[src/rtl/smram_pkg.sv]
`timescale 1ns/1ps
package smram_pkg;

    localparam int WIN_LOCK_BIT  = 4;
    localparam int WIN_OPEN_BIT  = 6;
    localparam int RMASK_VLD_BIT = 11;

    typedef enum logic [1:0] {
        SEL_WIN   = 2'd0,
        SEL_RBASE = 2'd1,
        SEL_RMASK = 2'd2,
        SEL_NONE  = 2'd3
    } cfg_sel_e;

    typedef enum logic {
        ROUTE_BUS  = 1'b0,
        ROUTE_DRAM = 1'b1
    } route_e;

    typedef struct packed {
        logic lock;
        logic open;
    } win_ctrl_t;

    // Next window control state: frozen once locked; locking closes the window.
    function automatic win_ctrl_t win_next(win_ctrl_t cur, logic lock_in, logic open_in);
        win_ctrl_t n;
        if (cur.lock) begin
            n = cur;
        end else begin
            n.lock = lock_in;
            n.open = lock_in ? 1'b0 : open_in;
        end
        return n;
    endfunction

endpackage

[src/rtl/smram_cfg.sv]
`timescale 1ns/1ps
module smram_cfg
    import smram_pkg::*;
#(
    parameter int ADDR_W    = 32,
    parameter int RANGE_LSB = 12
) (
    input  logic                      clk,
    input  logic                      rst,
    input  logic                      cfg_we,
    input  logic [1:0]                cfg_sel,
    input  logic [ADDR_W-1:0]         cfg_wdata,
    output win_ctrl_t                 win_q,
    output logic [ADDR_W-1:RANGE_LSB] rbase_q,
    output logic [ADDR_W-1:RANGE_LSB] rmask_q,
    output logic                      rvalid_q
);

    cfg_sel_e sel;
    logic     unused_cfg_bits;

    assign sel = cfg_sel_e'(cfg_sel);
    assign unused_cfg_bits = ^{cfg_wdata[RMASK_VLD_BIT-1:WIN_OPEN_BIT+1],
                               cfg_wdata[WIN_OPEN_BIT-1:WIN_LOCK_BIT+1],
                               cfg_wdata[WIN_LOCK_BIT-1:0]};

    always_ff @(posedge clk) begin
        if (rst) begin
            win_q    <= '0;
            rbase_q  <= '0;
            rmask_q  <= '0;
            rvalid_q <= 1'b0;
        end else if (cfg_we) begin
            unique case (sel)
                SEL_WIN:   win_q <= win_next(win_q, cfg_wdata[WIN_LOCK_BIT],
                                             cfg_wdata[WIN_OPEN_BIT]);
                SEL_RBASE: rbase_q <= cfg_wdata[ADDR_W-1:RANGE_LSB];
                SEL_RMASK: begin
                    rmask_q  <= cfg_wdata[ADDR_W-1:RANGE_LSB];
                    rvalid_q <= cfg_wdata[RMASK_VLD_BIT];
                end
                default: ;
            endcase
        end
    end

endmodule

[src/rtl/smram_range_match.sv]
`timescale 1ns/1ps
module smram_range_match #(
    parameter int ADDR_W    = 32,
    parameter int RANGE_LSB = 12
) (
    input  logic [ADDR_W-1:0]         addr,
    input  logic [ADDR_W-1:RANGE_LSB] base,
    input  logic [ADDR_W-1:RANGE_LSB] mask,
    input  logic                      valid,
    output logic                      hit
);

    localparam int CMP_W = ADDR_W - RANGE_LSB;

    logic [CMP_W-1:0] diff;
    logic             unused_low_addr;

    assign unused_low_addr = ^addr[RANGE_LSB-1:0];

    for (genvar i = 0; i < CMP_W; i++) begin : g_bit
        assign diff[i] = (addr[RANGE_LSB+i] ^ base[RANGE_LSB+i]) & mask[RANGE_LSB+i];
    end

    assign hit = valid & ~(|diff);

endmodule

[src/rtl/smram_window_decode.sv]
`timescale 1ns/1ps
module smram_window_decode #(
    parameter int          ADDR_W = 32,
    parameter logic [31:0] WIN_LO = 32'h000A_0000,
    parameter logic [31:0] WIN_HI = 32'h000B_FFFF
) (
    input  logic [ADDR_W-1:0] addr,
    output logic              in_win
);

    localparam logic [ADDR_W-1:0] LO = ADDR_W'(WIN_LO);
    localparam logic [ADDR_W-1:0] HI = ADDR_W'(WIN_HI);

    assign in_win = (addr >= LO) && (addr <= HI);

endmodule

[src/rtl/smram_guard.sv]
`timescale 1ns/1ps
module smram_guard
    import smram_pkg::*;
#(
    parameter int          ADDR_W    = 32,
    parameter int          DATA_W    = 32,
    parameter int          RANGE_LSB = 12,
    parameter logic [31:0] WIN_LO    = 32'h000A_0000,
    parameter logic [31:0] WIN_HI    = 32'h000B_FFFF
) (
    input  logic              clk,
    input  logic              rst,
    input  logic              cfg_we,
    input  logic [1:0]        cfg_sel,
    input  logic [ADDR_W-1:0] cfg_wdata,
    input  logic              acc_valid,
    input  logic [ADDR_W-1:0] acc_addr,
    input  logic              acc_smm,
    input  logic              acc_write,
    input  logic [DATA_W-1:0] mem_rdata,
    output logic              route_dram,
    output logic              acc_block,
    output logic              force_uc,
    output logic              mem_we,
    output logic [DATA_W-1:0] acc_rdata,
    output logic              viol_flag
);

    win_ctrl_t                 win_q;
    logic [ADDR_W-1:RANGE_LSB] rbase_q;
    logic [ADDR_W-1:RANGE_LSB] rmask_q;
    logic                      rvalid_q;
    logic                      range_hit;
    logic                      in_win;
    logic                      win_lock;
    logic                      win_open;
    route_e                    route;

    assign win_lock = win_q.lock;
    assign win_open = win_q.open;

    smram_cfg #(.ADDR_W(ADDR_W), .RANGE_LSB(RANGE_LSB)) u_cfg (
        .clk      (clk),
        .rst      (rst),
        .cfg_we   (cfg_we),
        .cfg_sel  (cfg_sel),
        .cfg_wdata(cfg_wdata),
        .win_q    (win_q),
        .rbase_q  (rbase_q),
        .rmask_q  (rmask_q),
        .rvalid_q (rvalid_q)
    );

    smram_range_match #(.ADDR_W(ADDR_W), .RANGE_LSB(RANGE_LSB)) u_range (
        .addr (acc_addr),
        .base (rbase_q),
        .mask (rmask_q),
        .valid(rvalid_q),
        .hit  (range_hit)
    );

    smram_window_decode #(.ADDR_W(ADDR_W), .WIN_LO(WIN_LO), .WIN_HI(WIN_HI)) u_win (
        .addr  (acc_addr),
        .in_win(in_win)
    );

    always_comb begin
        acc_block = acc_valid & range_hit & ~acc_smm;
        force_uc  = acc_valid & range_hit & ~acc_smm;
        if (acc_block)
            route = ROUTE_BUS;
        else if (in_win && !acc_smm && !win_q.open)
            route = ROUTE_BUS;
        else
            route = ROUTE_DRAM;
        route_dram = acc_valid & (route == ROUTE_DRAM);
        mem_we     = acc_valid & acc_write & ~acc_block;
        acc_rdata  = (acc_block && !acc_write) ? '1 : mem_rdata;
    end

    always_ff @(posedge clk) begin
        if (rst)
            viol_flag <= 1'b0;
        else if (acc_block)
            viol_flag <= 1'b1;
    end

endmodule

[config.mk]
export PLATFORM = sky130hd
export DESIGN_NAME = smram_guard
export DESIGN_NICKNAME = d
export VERILOG_FILES = /design/src/rtl/smram_pkg.sv /design/src/rtl/smram_cfg.sv /design/src/rtl/smram_range_match.sv /design/src/rtl/smram_window_decode.sv /design/src/rtl/smram_guard.sv
export SDC_FILE = /design/constraint.sdc
export NUM_CORES = 1
export LEC_CHECK = 0
export CAP_MARGIN = 25
export CORE_ASPECT_RATIO = 0.5
export CORE_MARGIN = 4
export CORE_UTILIZATION = 41
export DETAILED_ROUTE_END_ITERATION = 6
export MAX_ROUTING_LAYER = met4
export PLACE_DENSITY = 0.91
export SLEW_MARGIN = 20
export SYNTH_ARGS = -nofsm -noshare
export SYNTH_HDL_FRONTEND = slang
export SYNTH_HIERARCHICAL = 1
export SYNTH_SLANG_ARGS = --single-unit
[constraint.sdc]
create_clock -name clk -period 3.65 [get_ports clk]
set_input_delay 0.365 -clock clk [delete_from_list [all_inputs] [get_ports clk]]
set_output_delay 0.365 -clock clk [all_outputs]
set_load 0.02 [all_outputs]
==> results of run 1 <==
## sequential cells by signal, summed over array words and instances (netlist names)
signal and count:
u_cfg/rbase_q 20, u_cfg/rmask_q 20, u_cfg/win_q 2, u_cfg/rvalid_q 1, viol_flag 1
## layout make-up
class,instances,area share
Timing Repair Buffer,120,0.316
Tap cell,73,0.0241
Sequential cell,44,0.232
Clock buffer,7,0.0376
Multi-Input combinational cell,190,0.386
Clock inverter,1,0.00198
Inverter,2,0.00198
## metal layers
metal / global-route usage / up-vias
met5: - / -
met4: 0.0628 / 0
met3: 0.0461 / 13
met2: 0.333 / 71
met1: 0.208 / 974
li1: - / 1063
## layout by cell type, fill, tap and decap left out, types with 2 or more instances in the layout
master and n:
nand3b_1 2, nor4_1 2, inv_1 2, a22oi_1 8, clkbuf_16 5, mux2i_1 42, dfxtp_1 44, or2_1 32
clkdlybuf4s50_1 119, nand4_1 2, nand2b_1 64, xor2_1 20
## critical path, delay by kind of cell
family | cells | cell delay [ns]
buffers and inverters | 2 | 1.09
and+or+nand+nor | 4 | 1.05
AOI/OAI and AO/OA | 1 | 0.20
xor gates and xnor gates | 1 | 0.17
## report_power, final
part	switching (mW)	internal, mW
Combinational	0.101	0.163
Sequential	0.0103	0.497
Clock	0.179	0.272
Total	0.291	0.932
## cell families (layout without fill, tap and decap cells)
group | count (synthesis) | count (layout) | synth area share
AND/OR/NAND/NOR | 116 | 116 | 0.314
flip-flops | 44 | 44 | 0.357
multiplexers | 42 | 42 | 0.170
XOR/XNOR | 20 | 20 | 0.0710
buffers and inverters | 17 | 130 | 0.0487
AO/OA/AOI/OAI | 12 | 12 | 0.0391
## metrics by stage
step / hold WS [ns] / cells
4_1_cts: 0.464 / 437
2_1_floorplan: 0.426 / 251
3_3_place_gp: 0.436 / 429
6_report: 0.461 / 437
5_1_grt: 0.473 / 437
3_5_place_dp: 0.454 / 429
## worst paths after layout
check | start | endpoint | slack, ns
worst min register to register | u_cfg/win_q[1]$_SDFFE_PP0P_ | u_cfg/win_q[1]$_SDFFE_PP0P_ | 0.46
worst max-delay path | acc_addr[27] | acc_rdata[31] | 0.41
worst min-delay path | u_cfg/win_q[1]$_SDFFE_PP0P_ | u_cfg/win_q[1]$_SDFFE_PP0P_ | 0.46
worst max register to register | u_cfg/rbase_q[25]$_SDFFE_PP0P_ | viol_flag$_SDFFE_PP0P_ | 2.03
==> reports/qor.csv, run 1 <==
stage,metric,value,unit
timing,Final Setup Violations,0,
placement,routability cong.,0.736,
critical_path,reg2reg path depth,6,
final_layout,multi-input logic area,0.00147,mm^2
cts,Worst-path clk slew,0.06,ns
cts,clock tree sinks,44,
synth,Yosys warnings,6,
timing,setup TNS,0,ns
critical_path,Crit path largest cell delay,0.62,ns
floorplanning,Die H,62.8,um
synth,Synth Net Count,355,
outcome,outcome,completed,
routing,drt wl/cell,15.6,um
routing,met3 WL,304,um
cts,TritonCTS clock tree,built,
placement,pre-CTS setup slack,0.411,ns
final_layout,utilization after layout,0.671,
routing,met2 wire len,3420,um
synth,Synth Cell Area,0.00247,mm^2
timing,FMAX,309,MHz
synth,Synth top area share,0.357,
synth,dominant cell type by area after synthesis,dfxtp_1,
timing,final worst slack,0.410,ns
cts,hold buffer count at CTS,0,
critical_path,startpoint type of the worst setup path,input port,
timing,clk_skew,0.00460,ns
critical_path,"Slowest-stage cell, CP",clkdlybuf4s50_1,
cts,H-tree depth,2,
critical_path,most frequent CP cell,clkdlybuf4s50_1,
cts,total setup buffers inserted after CTS,0,
routing,Iteration-0 DRC Markers,76,
final_layout,"Design Area, Final",0.00379,mm^2
final_layout,final net count,467,
critical_path,CP Capture Type,output pin,
power_and_ir_drop,overall power,1.22,mW
grt,first-pass GRT wire length,10900,um
synth,post-synthesis sequential area ratio,0.357,
critical_path,WP data required,3.28,ns
critical_path,CP Cell Sequence,clkdlybuf4s50_1 > xor2_1 > a22oi_1 > nand4_1 > nor3_2 > and4bb_4 > or2_1 > clkdlybuf4s50_1,
worst_hold_path,hold path depth,2,
final_layout,Reg area,881,um^2
cts,later-pin clock latency in the skew report,0.29,ns
synth,"top cells by count, synth","nand2b_1, dfxtp_1, mux2i_1",
cts,root buf cell,clkbuf_16,
timing,crit share post-route,0.888,
timing,Slew Limit Fails,0,
floorplanning,Initial Util,0.436,
grt,initial antenna violation count,0,
final_layout,layout cells sized above 1,0.0412,
timing,RSZ-0062 raised after global routing,no,
grt,GR Overflow Total,0,
routing,antenna violation net count after detailed routing,0,
synth,"Async S/R FF share, synth",0,
routing,drt first pass iters,4,
timing,worst slew pin tran,0.812,ns
run,Max-Cap Viols,0,
power_and_ir_drop,Pwr per Cell Area,322,mW/mm^2
routing,vias per inst,4.85,
critical_path,CP Data Arrival Time,2.87,ns
floorplanning,FP Rows,19,
floorplanning,Ports,141,
floorplanning,die area,0.00740,mm^2
critical_path,CP max FO,32,
placement,cell area after placement,0.00364,mm^2
power_and_ir_drop,maximum vdd ir drop,0.177,mV
cts,CTS buffer count,5,
routing,DRC,0,
worst_hold_path,Worst Hold Class,reg -> reg,
routing,Post-Route WL,6810,um
synth,most frequent cell after synthesis,nand2b_1,
synth,Cells after Synth,251,
cts,clk buf depth,2,
synth,main area contributors after synthesis,"dfxtp_1, mux2i_1, nand2b_1",
timing,Final min period,3.24,ns
synth,post-synthesis cell type count,31,
placement,Final HPWL DP,5430,um
synth,Synth Flop Type,dfxtp_1,
cts,post-CTS resize count,0,
final_layout,synthesis-to-layout area growth,53.8,%
placement,IO buf count,119,
power_and_ir_drop,leakage dissipation,1.54,nW
floorplanning,Core ar.,0.00566,mm^2
synth,"EDFF count, synth",0,
routing,via count,2121,
grt,number of global-route vias before repair,2258,
grt,largest net degree at the start of global routing,57,
final_layout,Layout fillers,452,
routing,routed length on met1,2940,um
synth,#FFs+latches synth,44,
timing,relative slew slack,0.457,
synth,Avg Synthesized Cell Area,9.83,um^2
critical_path,Setup CP Type,in -> out,
routing,DR top layer,met4,
floorplanning,Die Width,118,um
final_layout,Ant. Diodes,0,
timing,Fin. Hold Viols,0,
grt,gr usage total,0.188,
Note: power is estimated with default switching activity, not from simulation.
==> run 2, diff against run 1 <==
==> constraint.sdc (replaced) <==
create_clock -name clk -period 3.65 [get_ports clk]
set_input_delay 0.73 -clock clk [delete_from_list [all_inputs] [get_ports clk]]
set_output_delay 0.73 -clock clk [all_outputs]
set_load 0.02 [all_outputs]
==> run 2 against run 1 <==
Maximum frequency shrank 11%; setup slack lost 0.38 ns; routed wire length grew 11%; cell count grew 3.2%; critical path type unchanged; combinational power shrank 2%.
==> reports/qor.csv, run 2 (synthesis gave the netlist of run 1 again) <==
stage,metric,value,unit
cts,later-pin clock latency in the skew report,0.28,ns
grt,number of global-route vias before repair,2486,
timing,Fin. Hold Viols,0,
placement,dpl cells,435,
final_layout,Layout fillers,452,
routing,vias per inst,5.04,
timing,setup TNS,0,ns
critical_path,WP data required,2.92,ns
placement,IO buf count,119,
routing,drt wl/cell,16.7,um
placement,pre-CTS setup slack,-0.336,ns
run,Max-Cap Viols,0,
floorplanning,Initial Util,0.436,
floorplanning,Ports,141,
outcome,outcome,completed,
placement,routability cong.,0.740,
routing,routed length on met1,3120,um
final_layout,"most common cell after layout, fill and taps aside",clkdlybuf4s50_1,
timing,worst slew pin tran,0.727,ns
routing,DR top layer,met4,
cts,clock tree sinks,44,
cts,CTS buffer count,5,
timing,Final Setup Violations,0,
grt,first-pass GRT wire length,12000,um
floorplanning,Die Width,118,um
power_and_ir_drop,leakage dissipation,1.65,nW
timing,crit share post-route,0.993,
routing,Post-Route WL,7550,um
critical_path,startpoint type of the worst setup path,input port,
routing,via count,2273,
power_and_ir_drop,Pwr per Cell Area,324,mW/mm^2
floorplanning,die area,0.00740,mm^2
grt,initial antenna violation count,0,
grt,largest net degree at the start of global routing,57,
critical_path,CP Capture Type,output pin,
routing,met2 wire len,3940,um
floorplanning,FP Rows,19,
timing,hold slack,0.460,ns
timing,clk_skew,0.00342,ns
cts,Worst-path clk slew,0.06,ns
critical_path,CP Data Arrival Time,2.89,ns
critical_path,Reg2Reg Setup Slack,1.80,ns
critical_path,Setup CP Type,in -> out,
final_layout,Post-Layout Cell Count,451,
final_layout,synthesis-to-layout area growth,53.6,%
placement,Final HPWL DP,5540,um
cts,TritonCTS clock tree,built,
timing,Final min period,3.62,ns
final_layout,most frequent cells in the layout,"clkdlybuf4s50_1, nand2b_1, dfxtp_1, mux2i_1, or2_1",
cts,hold buffer count at CTS,0,
timing,RSZ-0062 raised after global routing,no,
routing,DRC,0,
worst_hold_path,Worst Hold Class,reg -> reg,
power_and_ir_drop,maximum vdd ir drop,0.204,mV
floorplanning,Core ar.,0.00566,mm^2
routing,Iteration-0 DRC Markers,118,
cts,H-tree depth,2,
grt,gr usage total,0.204,
final_layout,largest registers,"u_cfg/rbase_q (20), u_cfg/rmask_q (20), u_cfg/win_q (2)",
timing,final worst slack,0.0257,ns
critical_path,CP max FO,5,
cts,clk buf depth,2,
timing,relative slew slack,0.514,
grt,GR Overflow Total,0,
routing,drt first pass iters,4,
timing,FMAX,276,MHz
final_layout,layout cells sized above 1,0.161,
final_layout,Ant. Diodes,0,
routing,met3 WL,372,um
cts,root buf cell,clkbuf_16,
timing,Slew Limit Fails,0,
floorplanning,Die H,62.8,um
final_layout,final net count,481,
routing,antenna violation net count after detailed routing,0,
==> run 2: repair_timing <==
action                     4_1_cts  5_1_grt
buffers inserted                 5        0
gates cloned                     3        0
gates resized for setup         69       49
setup endpoints to repair       32       36
pin swaps                        5        5
==> run 2: layer usage <==
metal  up-vias  track usage
li1       1108            -
met1      1080        0.221
met2        73        0.381
met3        12       0.0434
met4         0       0.0584
met5         -            -
==> run 2: through the flow <==
| step | total power, mW | utilization | cell area (um^2) |
|---|---|---|---|
| 3_5_place_dp | 0.787 | 0.652 | 3690 |
| 6_report | 1.23 | 0.670 | 3790 |
| 2_1_floorplan | 0.632 | - | 2470 |
| 3_3_place_gp | 0.780 | 0.652 | 3690 |
| 5_1_grt | 1.28 | 0.670 | 3790 |
| 4_1_cts | 1.24 | 0.686 | 3880 |
==> run 2: cell type report <==
type / count / area [um^2] / share of cell area
clock inverters: 2 / 15.0 / 0.00396
multi-input cells: 193 / 1510 / 0.399
inverters: 2 / 7.51 / 0.00198
repair buffers: 131 / 1140 / 0.302
flip-flops and latches: 44 / 881 / 0.232
well taps: 73 / 91.3 / 0.0241
clock buffers: 6 / 139 / 0.0367
==> run 2: power breakdown <==
| group | switching, mW | internal, mW |
|---|---|---|
| registers | 0.0103 | 0.497 |
| logic | 0.108 | 0.151 |
| clock network | 0.189 | 0.272 |
| total | 0.307 | 0.920 |
==> run 2: worst paths after layout <==
| kind | from | end | cells after the start |
|---|---|---|---|
| worst max-delay path | acc_addr[23] | acc_block | 8 |
| worst max register to register | u_cfg/rbase_q[23]$_SDFFE_PP0P_ | viol_flag$_SDFFE_PP0P_ | 7 |
| worst min-delay path | u_cfg/win_q[1]$_SDFFE_PP0P_ | u_cfg/win_q[1]$_SDFFE_PP0P_ | 2 |
| worst min register to register | u_cfg/win_q[1]$_SDFFE_PP0P_ | u_cfg/win_q[1]$_SDFFE_PP0P_ | 2 |
==> run 2: worst max-delay path, cell delays in order <==
cell and delay (ns):
clkdlybuf4s50_1 0.46, xor2_1 0.17, a22oi_1 0.21, nand4_1 0.21, nor3_4 0.37, buf_4 0.18, and3b_2 0.22, dlygate4sd2_1 0.35
